--- src/rtl/i4_md_pkg.sv ---
package i4_md_pkg;
  localparam int NMODES   = 9;
  localparam int MODE_W   = 4;
  localparam int DC_MODE  = 2;
  localparam int NBLK     = 16;
  localparam int IDX_W    = 4;
  typedef logic [MODE_W-1:0] mode_t;
endpackage

--- src/rtl/i4_cand_mask.sv ---
module i4_cand_mask
  import i4_md_pkg::*;
(
  input  logic              left_avail,
  input  logic              top_avail,
  input  mode_t             left_mode,
  input  mode_t             top_mode,
  output mode_t             mpm,
  output logic [NMODES-1:0] part_mask
);
  logic both;
  assign both = left_avail & top_avail;

  always_comb begin
    if (both) mpm = (left_mode < top_mode) ? left_mode : top_mode;
    else      mpm = mode_t'(DC_MODE);
  end

  for (genvar m = 0; m < NMODES; m++) begin : g_mask
    if (m == DC_MODE) begin : g_dc
      assign part_mask[m] = 1'b1;
    end else begin : g_nb
      assign part_mask[m] = both & ((left_mode == mode_t'(m)) | (top_mode == mode_t'(m)));
    end
  end
endmodule

--- src/rtl/i4_min_reduce.sv ---
module i4_min_reduce #(
  parameter int N = 9,
  parameter int W = 16
) (
  input  logic [N*W-1:0] vals,
  input  logic [N-1:0]   mask,
  output logic [W-1:0]   min_val
);
  always_comb begin
    min_val = '1;
    for (int i = 0; i < N; i++) begin
      if (mask[i] && (vals[i*W +: W] < min_val)) min_val = vals[i*W +: W];
    end
  end
endmodule

--- src/rtl/i4_argmin.sv ---
module i4_argmin #(
  parameter int N  = 9,
  parameter int W  = 17,
  parameter int IW = 4
) (
  input  logic [N*W-1:0] vals,
  input  logic [N-1:0]   mask,
  output logic [W-1:0]   min_val,
  output logic [IW-1:0]  min_idx
);
  logic found;
  always_comb begin
    min_val = '1;
    min_idx = '0;
    found   = 1'b0;
    for (int i = 0; i < N; i++) begin
      if (mask[i] && (!found || (vals[i*W +: W] < min_val))) begin
        min_val = vals[i*W +: W];
        min_idx = IW'(i);
        found   = 1'b1;
      end
    end
  end
endmodule

--- src/rtl/i4_thresh_track.sv ---
module i4_thresh_track #(
  parameter int SATD_W = 16
) (
  input  logic              clk,
  input  logic              rst_n,
  input  logic              upd_en,
  input  logic              mb_start,
  input  logic              full_pos,
  input  logic [SATD_W-1:0] blk_min,
  output logic [SATD_W:0]   thr
);
  logic [SATD_W-1:0] min_q, min_d;
  logic              have_q, have_d;
  logic              en;

  assign thr = (have_q && !mb_start) ? {min_q, 1'b0} : '1;

  always_comb begin
    en     = upd_en && (full_pos || mb_start);
    min_d  = min_q;
    have_d = have_q;
    if (full_pos) begin
      if (mb_start || !have_q || (blk_min < min_q)) min_d = blk_min;
      have_d = 1'b1;
    end else begin
      have_d = 1'b0;
    end
  end

  always_ff @(posedge clk or negedge rst_n) begin
    if (!rst_n) begin
      min_q  <= '0;
      have_q <= 1'b0;
    end else if (en) begin
      min_q  <= min_d;
      have_q <= have_d;
    end
  end
endmodule

--- src/rtl/i4_mode_decision.sv ---
module i4_mode_decision
  import i4_md_pkg::*;
#(
  parameter int              SATD_W        = 16,
  parameter int              LAMBDA_W      = 8,
  parameter logic [NBLK-1:0] FULL_POS_MASK = 16'h0505,
  localparam int             RATE_W        = LAMBDA_W + 2,
  localparam int             COST_W        = ((SATD_W > RATE_W) ? SATD_W : RATE_W) + 1
) (
  input  logic                     clk,
  input  logic                     rst_n,
  input  logic                     in_valid,
  input  logic [IDX_W-1:0]         blk_idx,
  input  logic                     left_avail,
  input  logic                     top_avail,
  input  logic [MODE_W-1:0]        left_mode,
  input  logic [MODE_W-1:0]        top_mode,
  input  logic [LAMBDA_W-1:0]      lambda,
  input  logic [NMODES*SATD_W-1:0] satd_flat,
  output logic                     out_valid,
  output logic [MODE_W-1:0]        out_mode,
  output logic [COST_W-1:0]        out_cost,
  output logic                     out_full
);
  mode_t              mpm;
  logic [NMODES-1:0]  part_mask, sel_mask;
  logic [SATD_W-1:0]  part_min, blk_min;
  logic [SATD_W:0]    thr;
  logic               full_pos, mb_start, escalate, use_all;
  logic [NMODES*COST_W-1:0] cost_flat;
  logic [COST_W-1:0]  best_cost;
  mode_t              best_mode;

  logic              valid_d, full_d;
  mode_t             mode_d;
  logic [COST_W-1:0] cost_d;

  assign full_pos = FULL_POS_MASK[blk_idx];
  assign mb_start = (blk_idx == '0);

  i4_cand_mask u_cand (
    .left_avail (left_avail),
    .top_avail  (top_avail),
    .left_mode  (left_mode),
    .top_mode   (top_mode),
    .mpm        (mpm),
    .part_mask  (part_mask)
  );

  i4_min_reduce #(.N(NMODES), .W(SATD_W)) u_part_min (
    .vals    (satd_flat),
    .mask    (part_mask),
    .min_val (part_min)
  );

  i4_min_reduce #(.N(NMODES), .W(SATD_W)) u_blk_min (
    .vals    (satd_flat),
    .mask    ({NMODES{1'b1}}),
    .min_val (blk_min)
  );

  i4_thresh_track #(.SATD_W(SATD_W)) u_track (
    .clk      (clk),
    .rst_n    (rst_n),
    .upd_en   (in_valid),
    .mb_start (mb_start),
    .full_pos (full_pos),
    .blk_min  (blk_min),
    .thr      (thr)
  );

  assign escalate = !full_pos && ({1'b0, part_min} > thr);
  assign use_all  = full_pos || escalate;
  assign sel_mask = use_all ? {NMODES{1'b1}} : part_mask;

  for (genvar m = 0; m < NMODES; m++) begin : g_cost
    logic [COST_W-1:0] rate;
    assign rate = (mpm == mode_t'(m)) ? COST_W'(lambda) : (COST_W'(lambda) << 2);
    assign cost_flat[m*COST_W +: COST_W] = COST_W'(satd_flat[m*SATD_W +: SATD_W]) + rate;
  end

  i4_argmin #(.N(NMODES), .W(COST_W), .IW(MODE_W)) u_pick (
    .vals    (cost_flat),
    .mask    (sel_mask),
    .min_val (best_cost),
    .min_idx (best_mode)
  );

  always_comb begin
    valid_d = in_valid;
    mode_d  = out_mode;
    cost_d  = out_cost;
    full_d  = out_full;
    if (in_valid) begin
      mode_d = best_mode;
      cost_d = best_cost;
      full_d = use_all;
    end
  end

  always_ff @(posedge clk or negedge rst_n) begin
    if (!rst_n) begin
      out_valid <= 1'b0;
    end else begin
      out_valid <= valid_d;
    end
  end

  always_ff @(posedge clk or negedge rst_n) begin
    if (!rst_n) begin
      out_mode <= '0;
      out_cost <= '0;
      out_full <= 1'b0;
    end else if (in_valid) begin
      out_mode <= mode_d;
      out_cost <= cost_d;
      out_full <= full_d;
    end
  end
endmodule

--- config.mk ---
export PLATFORM = sky130hd
export DESIGN_NAME = i4_mode_decision
export DESIGN_NICKNAME = d
export VERILOG_FILES = /design/src/rtl/i4_md_pkg.sv /design/src/rtl/i4_cand_mask.sv /design/src/rtl/i4_min_reduce.sv /design/src/rtl/i4_argmin.sv /design/src/rtl/i4_thresh_track.sv /design/src/rtl/i4_mode_decision.sv
export SDC_FILE = /design/constraint.sdc
export NUM_CORES = 1
export LEC_CHECK = 0
export CAP_MARGIN = 20
export CORE_ASPECT_RATIO = 1.2
export CORE_MARGIN = 10
export CORE_UTILIZATION = 60
export CTS_CLUSTER_SIZE = 28
export DETAILED_ROUTE_END_ITERATION = 8
export GPL_TIMING_DRIVEN = 0
export PLACE_DENSITY_LB_ADDON = 0.08
export SYNTH_ARGS = -nofsm -noshare
export SYNTH_HDL_FRONTEND = slang
export SYNTH_HIERARCHICAL = 1
export SYNTH_SLANG_ARGS = --single-unit
--- constraint.sdc ---
create_clock -name clk -period 35.9 [get_ports clk]
set_input_delay 5.385 -clock clk [delete_from_list [all_inputs] [get_ports clk]]
set_output_delay 5.385 -clock clk [all_outputs]
set_load 0.05 [all_outputs]
==> results.toml <==
[outcome]
status = "complete, but fails checks"
violations = "setup timing"

[final_layout]
fin_area_um2 = 32100
stdcell_count = 4364
nNetsFinal = 4461
postLayoutCoreUtil_pct = 78.5
area_growth_pct = 29.1
drive_gt1_share_pct = 21.9
fillers = 2756

[floorplan]
core_um2 = 40800
start_util_pct = 60.8
die_y_um = 243
dieWidth_um = 206
die_area_um2 = 50000
ios = 192
fp-row-count = 81

[worst_setup_path]
crit_path_start_kind = "primary input"
endpoint_kind = "flop"
cp.required_ns = 36.09
critPathArrivalTime_ns = 42.16
critical_path_class = "primary input to flop"
r2r_setup_slack_ns = 15.46
crit_path_max_incr_delay_ns = 0.40
critPathSlowestCell = "and4b_2"
cp_max_fo = 10
critPathMostFrequentCell = "a21oi_2"

[clock_network]
clock_latency_ns = 0.30
clockRootBuffer = "clkbuf_16"
cts_tree = "done"
numCtsBuffers = 5
htreeDepth = 2
clk_path_buf_depth = 2
clk_pin_slew_worst_paths_ns = 0.07
clkSinkCount = 40

[placement]
post-place-ws_ns = -9.68
hpwl_um = 81200
place_congestion = 1.04
placed_cell_area_um2 = 28200
dp.cells = 4148
port_buffers = 189

[global_routing]
grt_overflow = 0
grt_pass1_vias = 29322
antenna_found_initial = 9
grt_usage_pct = 39.9
grt_pass1_wl_um = 158000
grt_max_degree = 41

[yosys]
synthAdderAreaFrac_pct = 24.4
synthArstFlopShare_pct = 100
synth_edf_count = 0
yosys_warnings = 6
syn_area_um2 = 24800
yosysSeqAreaShare_pct = 4.03
synthMuxAreaShare_pct = 14.0
synthFlopType = "dfrtp_1"
avgSynthCellArea_um2 = 7.30
synthSimpleGateAreaFrac_pct = 22.3
synth_cell_types = 124
synthCells = 3403
synth_xor_area_share_pct = 2.93
synth_compound_area_share_pct = 24.9
synth_top_family_by_area = "compound AO/OA/AOI/OAI gates"
synth.ff_latch_count = 40

[timing]
slew_headroom_pct = 23.1
setup_viol = 21
worst_pin_slew_ns = 1.14
rsz0062_at_grt = "true"
slew_violations = 0
fin_skew_ns = 0.0102
max_freq_mhz = 23.8
fin_crit_sh_pct = 117
worst_slack_ns = -6.08
finalWorstPathRequiredPeriod_ns = 41.98
finalHoldViolCount = 0

[route]
vias = 29312
drc = 0
drt_first_pass_iters = 6
routed_wl_um = 107000
wl_per_cell_um = 24.5
ant_nets = 0
post_drt_via_cell_ratio = 6.72
dr.first_iter.drc_count = 2564

[flow_run]
maxCapViolCount = 0

[pwr]
powerDensity_nw_per_um2 = 102
ir_worst_vdd_v = 0.000197
cellLeakagePower_uw = 0.0155

[hold_path]
hold_class = "flop to flop"
placed cells by master, fill, tap and decap left out, drive strengths merged, types with 12 or more instances in the layout:
cell type and instances:
nor2 277, and3 41, a21oi 318, nand4b 14
buf 272, and2 29, dfrtp 40, a211o 18
mux2i 153, or2 16, nor4 21, and4 19
xor2 20, a31oi 18, nand2b 41, nand3b 12
ha 462, nor2b 104, a211oi 42, mux2 166
o21a 35, nand4 82, a21o 83, nand3 54
o31ai 18, a2111oi 13, o2111ai 15, xnor2 63
inv 377, clkdlybuf4s50 162, or3 15, o211ai 21
nor3 45, clkbuf 54, conb 19, o21ai 242
nand2 276
kinds of logic after synthesis:
group,count (synthesis)
compound gates,928
simple gates,1079
buf+inv,472
other cells,2
fa+ha+maj,480
mux,319
flops,40
xor+xnor,83
routing by layer:
| layer | track usage (%) | wire length, µm |
|---|---|---|
| met2 | 65.7 | 48900 |
| met5 | 0 | 88 |
| met3 | 6.92 | 9080 |
| met1 | 41.3 | 36800 |
| met4 | 40.2 | 11900 |
timing repair:
item,in CTS,in global routing
cloned,12,1
endpoints found under the setup margin,21,21
pin swaps,108,67
hold buffers,0,0
gates resized for setup,448,104
setup buffers,163,30
path summary, 6_finish.rpt:
path | start | to | cells past startpoint
setup reg to reg | u_track/have_q | out_cost[0] | 116
min in group asynchronous | rst_n | out_cost[1] | 1
hold reg to reg | u_track/have_q | u_track/have_q | 2
max in group asynchronous | rst_n | u_track/min_q[5] | 1
setup / recovery | top_mode[0] | out_cost[0] | 207
hold / removal | u_track/have_q | u_track/have_q | 2
metrics by stage:
| step | total power (µW) | hold WS [ns] | TNS [ns] |
|---|---|---|---|
| 3_3_place_gp | 2230 | 0.450 | -182.31 |
| 2_1_floorplan | 1780 | 0.437 | -35.13 |
| 5_1_grt | 3460 | 0.501 | -146.24 |
| 3_5_place_dp | 2320 | 0.463 | -201.69 |
| 4_1_cts | 2910 | 0.477 | -89.41 |
| 6_report | 3260 | 0.477 | -126.04 |
report_power, final:
| group | switching, µW | leakage [µW] | internal (µW) |
|---|---|---|---|
| logic | 1610 | 0.0150 | 1510 |
| registers | 13.8 | 0.000471 | 71.6 |
| clock network | 19.9 | 0.0000702 | 27.7 |
state kept, by name, indices dropped and copies added, names as in the netlist:
register and flops:
out_cost 17, out_mode 4, u_track/min_q 16, out_full 1, out_valid 1, u_track/have_q 1
worst max-delay path, delay by kind of cell:
kind                       cells  cell delay [ns]
AOI/OAI and AO/OA             79            14.03
adders and majority gates     17             4.32
buffers and inverters         40             5.95
muxes                         14             3.86
and+or+nand+nor               57             8.51
Yosys cell counts, drive strengths merged, types with 9 or more instances:
library cell	instances	area share, %
o31ai	18	0.64
mux2i	153	6.2
nor2b	104	2.7
nor2	277	4.2
nand3	54	1.1
nand4b	14	0.49
maj3	9	0.36
nand3b	12	0.36
and3	41	1.0
xnor2	63	2.2
o211ai	21	0.75
a31oi	18	0.48
and2	29	0.73
a211o	18	0.63
o2111ai	15	0.62
o41ai	9	0.60
dfrtp	40	4.0
xor2	20	0.71
and4	19	0.67
inv	377	5.7
buf	41	1.0
nand2	276	4.2
or2	16	0.40
a2111oi	13	0.86
or3	15	0.38
fa	9	0.73
and4b	10	0.40
o21ai	242	5.0
mux2	166	7.8
a211oi	42	1.4
a21o	83	2.5
nand2b	41	1.0
o21a	35	1.1
clkbuf	51	0.77
nor4	21	0.55
a21oi	318	6.7
nand4	82	2.1
nor3	45	1.0
ha	462	23
layout make-up:
class	instances	area, µm²	area share [%]
Antenna cell	3	7.51	0.0234
Buffer	91	826	2.58
Clock buffer	7	143	0.445
Clock inverter	1	7.51	0.0234
Inverter	380	1430	4.47
Multi-Input combinational cell	2908	24200	75.6
Sequential cell	40	1000	3.12
Tap cell	539	674	2.10
Timing Repair Buffer	395	3740	11.7
Note: power is estimated with default switching activity, not from simulation.
